===== config.mk =====
export PLATFORM = sky130hd
export DESIGN_NAME = ctl_line_unit
export DESIGN_NICKNAME = d
export VERILOG_FILES = /design/src/rtl/ctl_line_pkg.sv /design/src/rtl/ctl_sync.sv /design/src/rtl/ctl_edge_det.sv /design/src/rtl/ctl_drive_dec.sv /design/src/rtl/ctl_line_unit.sv
export SDC_FILE = /design/constraint.sdc
export NUM_CORES = 1
export LEC_CHECK = 0
export ABC_CLOCK_PERIOD_IN_PS = 800
export BUFFER_PORTS_ARGS = -buffer_cell sky130_fd_sc_hd__buf_4
export CAP_MARGIN = 25
export CORE_MARGIN = 1
export CORE_UTILIZATION = 40
export DETAILED_ROUTE_END_ITERATION = 7
export GPL_ROUTABILITY_DRIVEN = 0
export GPL_TIMING_DRIVEN = 0
export PLACE_DENSITY_LB_ADDON = 0.08
export SYNTH_ARGS = -nofsm -noshare
export SYNTH_HDL_FRONTEND = slang
export SYNTH_SLANG_ARGS = --single-unit

===== constraint.sdc =====
create_clock -name clk -period 0.8 [get_ports clk]
set_input_delay 0.04 -clock clk [delete_from_list [all_inputs] [get_ports clk]]
set_output_delay 0.04 -clock clk [all_outputs]
set_load 0.1 [all_outputs]

===== src/rtl/ctl_line_pkg.sv =====
package ctl_line_pkg;

    localparam int unsigned NUM_PAIRS   = 2;
    localparam int unsigned MODE_W      = 3;
    localparam int unsigned FIELD_W     = MODE_W + 1;
    localparam int unsigned CTL_W       = NUM_PAIRS * FIELD_W;
    localparam int unsigned FLAG_W      = 8;
    localparam int unsigned SYNC_STAGES = 2;

    // static drive codes of a pair's mode field
    localparam logic [MODE_W-1:0] MODE_HOLD_LOW  = 3'b110;
    localparam logic [MODE_W-1:0] MODE_HOLD_HIGH = 3'b111;

    // flag bit pulsed by each pair: pair 0 -> bit 1, pair 1 -> bit 4
    localparam int unsigned FLAG_POS [NUM_PAIRS] = '{1, 4};

    // one field per pair: mode in the upper bits, polarity in the lowest bit
    typedef struct packed {
        logic [MODE_W-1:0] mode;
        logic              rise_sel;
    } pair_cfg_t;

    typedef pair_cfg_t [NUM_PAIRS-1:0] ctl_word_t;

    typedef struct packed {
        ctl_word_t ctl;
    } unit_state_t;

endpackage


===== src/rtl/ctl_sync.sv =====
module ctl_sync #(
    parameter int unsigned STAGES  = 2,
    parameter logic        RST_VAL = 1'b1
) (
    input  logic clk,
    input  logic rst_n,
    input  logic din,
    output logic dout
);

    logic [STAGES-1:0] chain_d;
    logic [STAGES-1:0] chain_q;

    always_comb begin
        chain_d = {chain_q[STAGES-2:0], din};
    end

    always_ff @(posedge clk) begin
        if (!rst_n) begin
            chain_q <= {STAGES{RST_VAL}};
        end else begin
            chain_q <= chain_d;
        end
    end

    assign dout = chain_q[STAGES-1];

endmodule


===== src/rtl/ctl_edge_det.sv =====
module ctl_edge_det #(
    parameter logic RST_VAL = 1'b1
) (
    input  logic clk,
    input  logic rst_n,
    input  logic level,
    input  logic rise_sel,
    output logic hit
);

    logic prev_d;
    logic prev_q;

    always_comb begin
        prev_d = level;
        if (rise_sel) begin
            hit = level & ~prev_q;
        end else begin
            hit = ~level & prev_q;
        end
    end

    always_ff @(posedge clk) begin
        if (!rst_n) begin
            prev_q <= RST_VAL;
        end else begin
            prev_q <= prev_d;
        end
    end

endmodule


===== src/rtl/ctl_drive_dec.sv =====
module ctl_drive_dec
    import ctl_line_pkg::*;
(
    input  logic [MODE_W-1:0] mode,
    output logic              level,
    output logic              oe
);

    always_comb begin
        level = 1'b0;
        oe    = 1'b0;
        unique case (mode)
            MODE_HOLD_LOW: begin
                oe    = 1'b1;
                level = 1'b0;
            end
            MODE_HOLD_HIGH: begin
                oe    = 1'b1;
                level = 1'b1;
            end
            default: begin
                oe    = 1'b0;
                level = 1'b0;
            end
        endcase
    end

endmodule


===== src/rtl/ctl_line_unit.sv =====
module ctl_line_unit
    import ctl_line_pkg::*;
#(
    parameter logic IDLE_LEVEL = 1'b1
) (
    input  logic             clk,
    input  logic             rst_n,
    input  logic             cfg_we,
    input  logic [CTL_W-1:0] cfg_wdata,
    input  logic             sense_a,
    input  logic             sense_b,
    output logic             drv_a,
    output logic             drv_a_oe,
    output logic             drv_b,
    output logic             drv_b_oe,
    output logic [FLAG_W-1:0] flag_set
);

    unit_state_t st_d;
    unit_state_t st_q;

    logic [NUM_PAIRS-1:0] sense_v;
    logic [NUM_PAIRS-1:0] synced_v;
    logic [NUM_PAIRS-1:0] hit_v;
    logic [NUM_PAIRS-1:0] lvl_v;
    logic [NUM_PAIRS-1:0] oe_v;

    assign sense_v = {sense_b, sense_a};

    // control word register
    always_comb begin
        st_d = st_q;
        if (cfg_we) begin
            st_d.ctl = ctl_word_t'(cfg_wdata);
        end
    end

    always_ff @(posedge clk) begin
        if (!rst_n) begin
            st_q <= '0;
        end else begin
            st_q <= st_d;
        end
    end

    // per-pair datapath
    for (genvar gi = 0; gi < NUM_PAIRS; gi++) begin : g_pair
        ctl_sync #(
            .STAGES  (SYNC_STAGES),
            .RST_VAL (IDLE_LEVEL)
        ) u_sync (
            .clk   (clk),
            .rst_n (rst_n),
            .din   (sense_v[gi]),
            .dout  (synced_v[gi])
        );

        ctl_edge_det #(
            .RST_VAL (IDLE_LEVEL)
        ) u_edge (
            .clk      (clk),
            .rst_n    (rst_n),
            .level    (synced_v[gi]),
            .rise_sel (st_q.ctl[gi].rise_sel),
            .hit      (hit_v[gi])
        );

        ctl_drive_dec u_dec (
            .mode  (st_q.ctl[gi].mode),
            .level (lvl_v[gi]),
            .oe    (oe_v[gi])
        );
    end

    always_comb begin
        flag_set = '0;
        for (int i = 0; i < NUM_PAIRS; i++) begin
            flag_set[FLAG_POS[i]] = hit_v[i];
        end
    end

    assign drv_a    = lvl_v[0];
    assign drv_a_oe = oe_v[0];
    assign drv_b    = lvl_v[1];
    assign drv_b_oe = oe_v[1];

endmodule


==> flow_summary.yaml, run 1 <==
grt:
  grt_pass1_vias: 374
  grt_pass1_wl_microns: 1470
  grtUsageTotal_pct: 14.5
  grt_max_degree: 11
  antenna_found_initial: 0
  overflow: 0
cts:
  cts_buffers: 3
  insertion_delay_ps: 270
  clkTransAtPathRegs_ps: 80
  tritoncts: "built"
  h-tree-depth: 1
  cts_sinks: 14
  root_buffer: "clkbuf_4"
  clockBufferDepth: 2
worst_setup_path:
  critPathKind: "reg2out"
  cp-end-kind: "output pin"
  critPathBufInv: 1
  cp_max_fo: 2
  r2r_slack_ps: 30
  path_delay_family: "flip-flops"
  crit_arrival_ps: 1100
  rr_worst_depth: 3
  cp.required_ps: 760
  cpMaxStageDelayCell: "dfxtp_2"
  worstPathCellList: "nand3b_1, o21ai_4, buf_12"
  r2r_start: "st_q[7]$_SDFFE_PN0P_"
  reg2reg_to: "st_q[7]$_SDFFE_PN0P_"
  critical-path-max-stage-delay_ps: 340
  start_kind: "flop"
timing:
  rsz0062_at_grt: "yes"
  setup_violations: 6
  min_period_over_period_pct: 142
  setup-tns-final_ps: -1450
  setup_slack_ps: -337
  fmax_ghz: 0.880
  skew_ps: 0.340
  finalCriticalPeriod_ps: 1140
  drv_slew: 0
  final-hold-violation-count: 0
hold_path:
  hold_path_end: "st_q[4]$_SDFFE_PN0P_"
  hp-start: "cfg_wdata[4]"
  whs_path_depth: 3
  hold_path.class: "in2reg"
floorplanning:
  fp.dieH_microns: 40.5
  core_area_sq_um: 1330
  io-pin-count: 25
  rows: 13
  fp.dieW_microns: 40.5
  start_util_pct: 44.5
  die-area_sq_um: 1640
logic_synthesis:
  synth_top_cell_area_share_pct: 47.3
  syn_avg_cell_area_sq_um: 10.4
  synth_cells: 57
  synth_seq_cells: 14
  netlist_area_sq_um: 593
  ys_types: 13
  synth_seq_area_share_pct: 47.3
  synth_area_leaders: "dfxtp_1, mux2i_1, buf_4"
  synth_top_cell_by_area: "dfxtp_1"
  yosys_warnings: 0
finish:
  regArea_sq_um: 295
  antennaDiodeCount: 0
  nNetsFinal: 99
  fillers: 106
  multi_input_area_sq_um: 308
  syn_to_final_growth_pct: 61.8
  drive_gt1_share_pct: 58.8
  finalInstanceArea_sq_um: 960
placed_design:
  hpwl_microns: 689
  dp_slack_ps: -238
  numPortBuffers: 17
  dpl_cell_area_sq_um: 840
routing:
  vias: 439
  drc_errors: 0
  drtIter0Drc: 6
  final_antenna_net_count: 0
  drt_pass1_iterations: 2
  via_per_inst: 4.39
  avgRoutedWirePerCell_microns: 10.9
  wl_microns: 1090
pwr:
  leakage_nw: 0.446
  ir_drop_v: 0.00128
  power.density_nw_per_um2: 1720
job:
  maxCapViolations: 0
status:
  status: "finished with violations"
  violations: "negative setup slack"
-- through the flow --
stage | util [%] | total power [W] | cells | hold slack, ps
2_1_floorplan | - | 0.00107 | 62 | 113
3_3_place_gp | 62.9 | 0.00114 | 94 | 229
3_5_place_dp | 62.9 | 0.00114 | 94 | 233
4_1_cts | 71.4 | 0.00167 | 99 | 4.89
5_1_grt | 72.0 | 0.00172 | 100 | 9.62
6_report | 72.0 | 0.00165 | 100 | 16.2
-- synth_stat cells --
cell type   n
nand2b_1    6
buf_6       1
or2b_1      2
and2_1      2
and3_1      2
conb_1      1
o21ai_0     2
buf_4       8
mux2i_1     8
buf_2       1
nand3b_1    2
dfxtp_1    14
nor2b_1     8
-- flip-flops by register name (all words and copies together) (netlist names) --
signal and cells:
g_pair.u_edge.prev_q 2, g_pair.u_sync.chain_q 4, st_q 8
-- worst max-delay path by stage --
stage	startpoint	end	cells past startpoint
final	g_pair[1].u_edge.prev_q$_SDFF_PN1_	flag_set[4]	3
after global routing	g_pair[1].u_edge.prev_q$_SDFF_PN1_	flag_set[4]	3
after CTS	g_pair[1].u_edge.prev_q$_SDFF_PN1_	flag_set[4]	3
after detailed placement	st_q[4]$_SDFFE_PN0P_	flag_set[4]	4
after global placement	st_q[0]$_SDFFE_PN0P_	flag_set[1]	4
after floorplan	g_pair[0].u_sync.chain_q[1]$_SDFF_PN1_	flag_set[1]	3
-- where the power goes --
part           switching, W  internal (W)  leakage [nW]  total, W
clock network      0.000222      0.000277        0.0210  0.000499
registers         0.0000254      0.000739         0.117  0.000764
logic              0.000236      0.000151         0.308  0.000387
-- layout make-up --
| class | instances | area share (%) |
|---|---|---|
| Multi-Input combinational cell | 38 | 32.1 |
| Sequential cell | 14 | 30.8 |
| Timing Repair Buffer | 21 | 25.0 |
| Buffer | 8 | 6.39 |
| Clock buffer | 4 | 3.78 |
| Tap cell | 15 | 1.96 |
-- worst min-delay path, stage by stage --
cell     delay, ps
buf_4           70
mux2i_1         50
nor2b_1         90
-- metal layers --
layer	share of wire (%)	routed length (microns)	global-route usage, %
met1	40	437	13.7
met2	56	607	26.6
met3	3.7	40	7.22
met4	0	0	5.00
met5	0	0	0
-- cell usage in the layout (no fill, tap or decap) --
cell	instances
dlygate4sd3_1	3
mux2i_1	8
nand3b_1	2
clkbuf_8	1
nand2b_4	2
and3_4	2
buf_4	18
clkbuf_4	3
nand2b_1	4
buf_12	6
buf_6	1
conb_1	6
dfxtp_2	12
nor2b_1	8
o21ai_4	2
and2_4	2
dfxtp_1	2
or2b_1	2
buf_2	1
-- kinds of logic (layout without fill, tap and decap cells) --
| family | Yosys count | count (layout) | share of synthesized area (%) |
|---|---|---|---|
| mux | 8 | 8 | 13.5 |
| buf+inv | 10 | 33 | 12.9 |
| simple gates | 22 | 22 | 24.0 |
| compound gates | 2 | 2 | 1.69 |
| flops | 14 | 14 | 47.3 |
| other cells | 1 | 6 | 0.632 |
-- what timing repair did --
action,4_1_cts,5_1_grt
hold buffers,3,0
pin swaps,5,1
gates resized for setup,27,0
buffers inserted,0,1
endpoints found under the setup margin,6,6
hold endpoints to repair,4,0
Power figures use the tool's default switching activity.
==> run 2, diff against run 1 <==
--- a/config.mk
+++ b/config.mk
@@ -12,7 +12,6 @@
 export CORE_UTILIZATION = 40
 export DETAILED_ROUTE_END_ITERATION = 7
 export GPL_ROUTABILITY_DRIVEN = 0
-export GPL_TIMING_DRIVEN = 0
 export PLACE_DENSITY_LB_ADDON = 0.08
 export SYNTH_ARGS = -nofsm -noshare
 export SYNTH_HDL_FRONTEND = slang
==> run 2 against run 1 <==
  * The flow still finishes with violations (negative setup slack)
  * Die area stayed put
  * Global-route usage is 1.6 points lower
  * Sequential share of layout area is 2.2 points higher
  * Largest power group unchanged
==> flow_summary.yaml, run 2 (synthesis gave the netlist of run 1 again) <==
status:
  status: "finished with violations"
  violations: "negative setup slack"
worst_setup_path:
  worstPathCellList: "nand3b_1, o21ai_4, buf_12"
  r2r_slack_ps: 70
  cpMaxStageDelayCell: "dfxtp_2"
  cp.required_ps: 760
  cp-end-kind: "output pin"
  cp_max_fo: 2
  critical-path-max-stage-delay_ps: 340
  rr_worst_depth: 3
  crit_arrival_ps: 1080
  start_kind: "flop"
  critPathKind: "reg2out"
  r2r_start: "st_q[4]$_SDFFE_PN0P_"
  reg2reg_to: "st_q[4]$_SDFFE_PN0P_"
routing:
  drt_pass1_iterations: 2
  vias: 422
  drc_errors: 0
  drtIter0Drc: 2
  wl_microns: 914
  via_per_inst: 4.59
  avgRoutedWirePerCell_microns: 9.93
  final_antenna_net_count: 0
finish:
  largest_reg_flops: 8
  layout_common_cells: "buf_4, dfxtp_2, mux2i_1, nor2b_1"
  drive_gt1_share_pct: 53.2
  final_common_cell: "buf_4"
  largestRegisters: "st_q (8), g_pair.u_sync.chain_q (4), g_pair.u_edge.prev_q (2)"
  regMostFlops: "st_q"
  fin_util_pct: 66.5
  finalInstanceArea_sq_um: 887
  antennaDiodeCount: 0
  syn_to_final_growth_pct: 49.6
  nNetsFinal: 92
  fillers: 114
cts:
  root_buffer: "clkbuf_4"
  tritoncts: "built"
  cts_buffers: 3
  cts_sinks: 14
  insertion_delay_ps: 270
  clkTransAtPathRegs_ps: 80
  h-tree-depth: 1
  clockBufferDepth: 2
grt:
  grt_pass1_wl_microns: 1320
  grt_pass1_vias: 329
  grtUsageTotal_pct: 12.9
  overflow: 0
  grt_max_degree: 15
  antenna_found_initial: 0
pwr:
  power.density_nw_per_um2: 1680
  p_total_w: 0.00149
  leakage_nw: 0.401
  ir_drop_v: 0.000918
timing:
  setup_violations: 6
  skew_ps: 3.74
  whs_ps: 24.2
  fmax_ghz: 0.889
  min_period_over_period_pct: 141
  finalCriticalPeriod_ps: 1120
  rsz0062_at_grt: "yes"
  final-hold-violation-count: 0
  drv_slew: 0
  setup_slack_ps: -325
floorplanning:
  fp.dieH_microns: 40.5
  fp.dieW_microns: 40.5
  io-pin-count: 25
  rows: 13
  core_area_sq_um: 1330
  start_util_pct: 44.5
  die-area_sq_um: 1640
hold_path:
  hold_path.class: "in2reg"
  whs_path_depth: 3
  hold_path_end: "st_q[6]$_SDFFE_PN0P_"
  hp-start: "cfg_wdata[6]"
placed_design:
  dp_slack_ps: -133
  hpwl_microns: 652
  dpl_cell_area_sq_um: 761
  numPortBuffers: 18
job:
  maxCapViolations: 0
[run 2: cell types whose count changed in the layout (fill, tap and decap cells not counted), sizes merged]
| cell | previous run | this run |
|---|---|---|
| buf | 26 | 20 |
| clkbuf | 4 | 3 |
| dlygate4sd3 | 3 | 2 |
[run 2: repair_timing]
item | in CTS | in global routing
endpoints found under the hold margin | 2 | 0
resized for setup | 24 | 1
hold buffers | 2 | 0
buffers inserted | 0 | 0
gates cloned | 0 | 0
setup endpoints to repair | 6 | 6
pin swaps | 5 | 0
[run 2: power by group]
part / internal [W] / switching [W]
combinational: 0.000128 / 0.000232
sequential: 0.000737 / 0.0000206
clock: 0.000174 / 0.000200
[run 2: layout make-up]
| cell class | instances | area [sq um] | share of cell area [%] |
|---|---|---|---|
| Sequential cell | 14 | 293 | 33.0 |
| Timing Repair Buffer | 22 | 245 | 27.6 |
| Clock buffer | 3 | 22.5 | 2.54 |
| Multi-Input combinational cell | 38 | 308 | 34.7 |
| Tap cell | 15 | 18.8 | 2.12 |
[run 2: critical path, delay by kind of cell (launching register included)]
family,cells,cell delay (ps)
flops,1,340
buf+inv,1,190
simple gates,1,200
compound gates,1,100
[run 2: worst max-delay path by stage]
stage                                                       from     endpoint  slack [ps]  depth (start not counted)
after floorplan           g_pair[0].u_sync.chain_q[1]$_SDFF_PN1_  flag_set[1]         -20                          3
after global placement        g_pair[1].u_edge.prev_q$_SDFF_PN1_  flag_set[4]        -110                          3
after detailed placement      g_pair[1].u_edge.prev_q$_SDFF_PN1_  flag_set[4]        -130                          3
after CTS                     g_pair[1].u_edge.prev_q$_SDFF_PN1_  flag_set[4]        -350                          3
after global routing          g_pair[1].u_edge.prev_q$_SDFF_PN1_  flag_set[4]        -390                          3
final                         g_pair[1].u_edge.prev_q$_SDFF_PN1_  flag_set[4]        -320                          3
[run 2: through the flow]
stage / setup TNS, ps / instances
after floorplan: -29.2 / 62
after global placement: -291 / 87
after detailed placement: -326 / 87
after CTS: -1490 / 92
after global routing: -1670 / 92
final: -1390 / 92
[run 2: metal layers]
layer  global-route usage, %  vias to the layer above  wire length [microns]
li1                        -                      212                      -
met1                    13.4                      200                    393
met2                    20.2                       10                    471
met3                    7.22                        0                     49
met4                    7.50                        0                      0
met5                       0                        -                      0
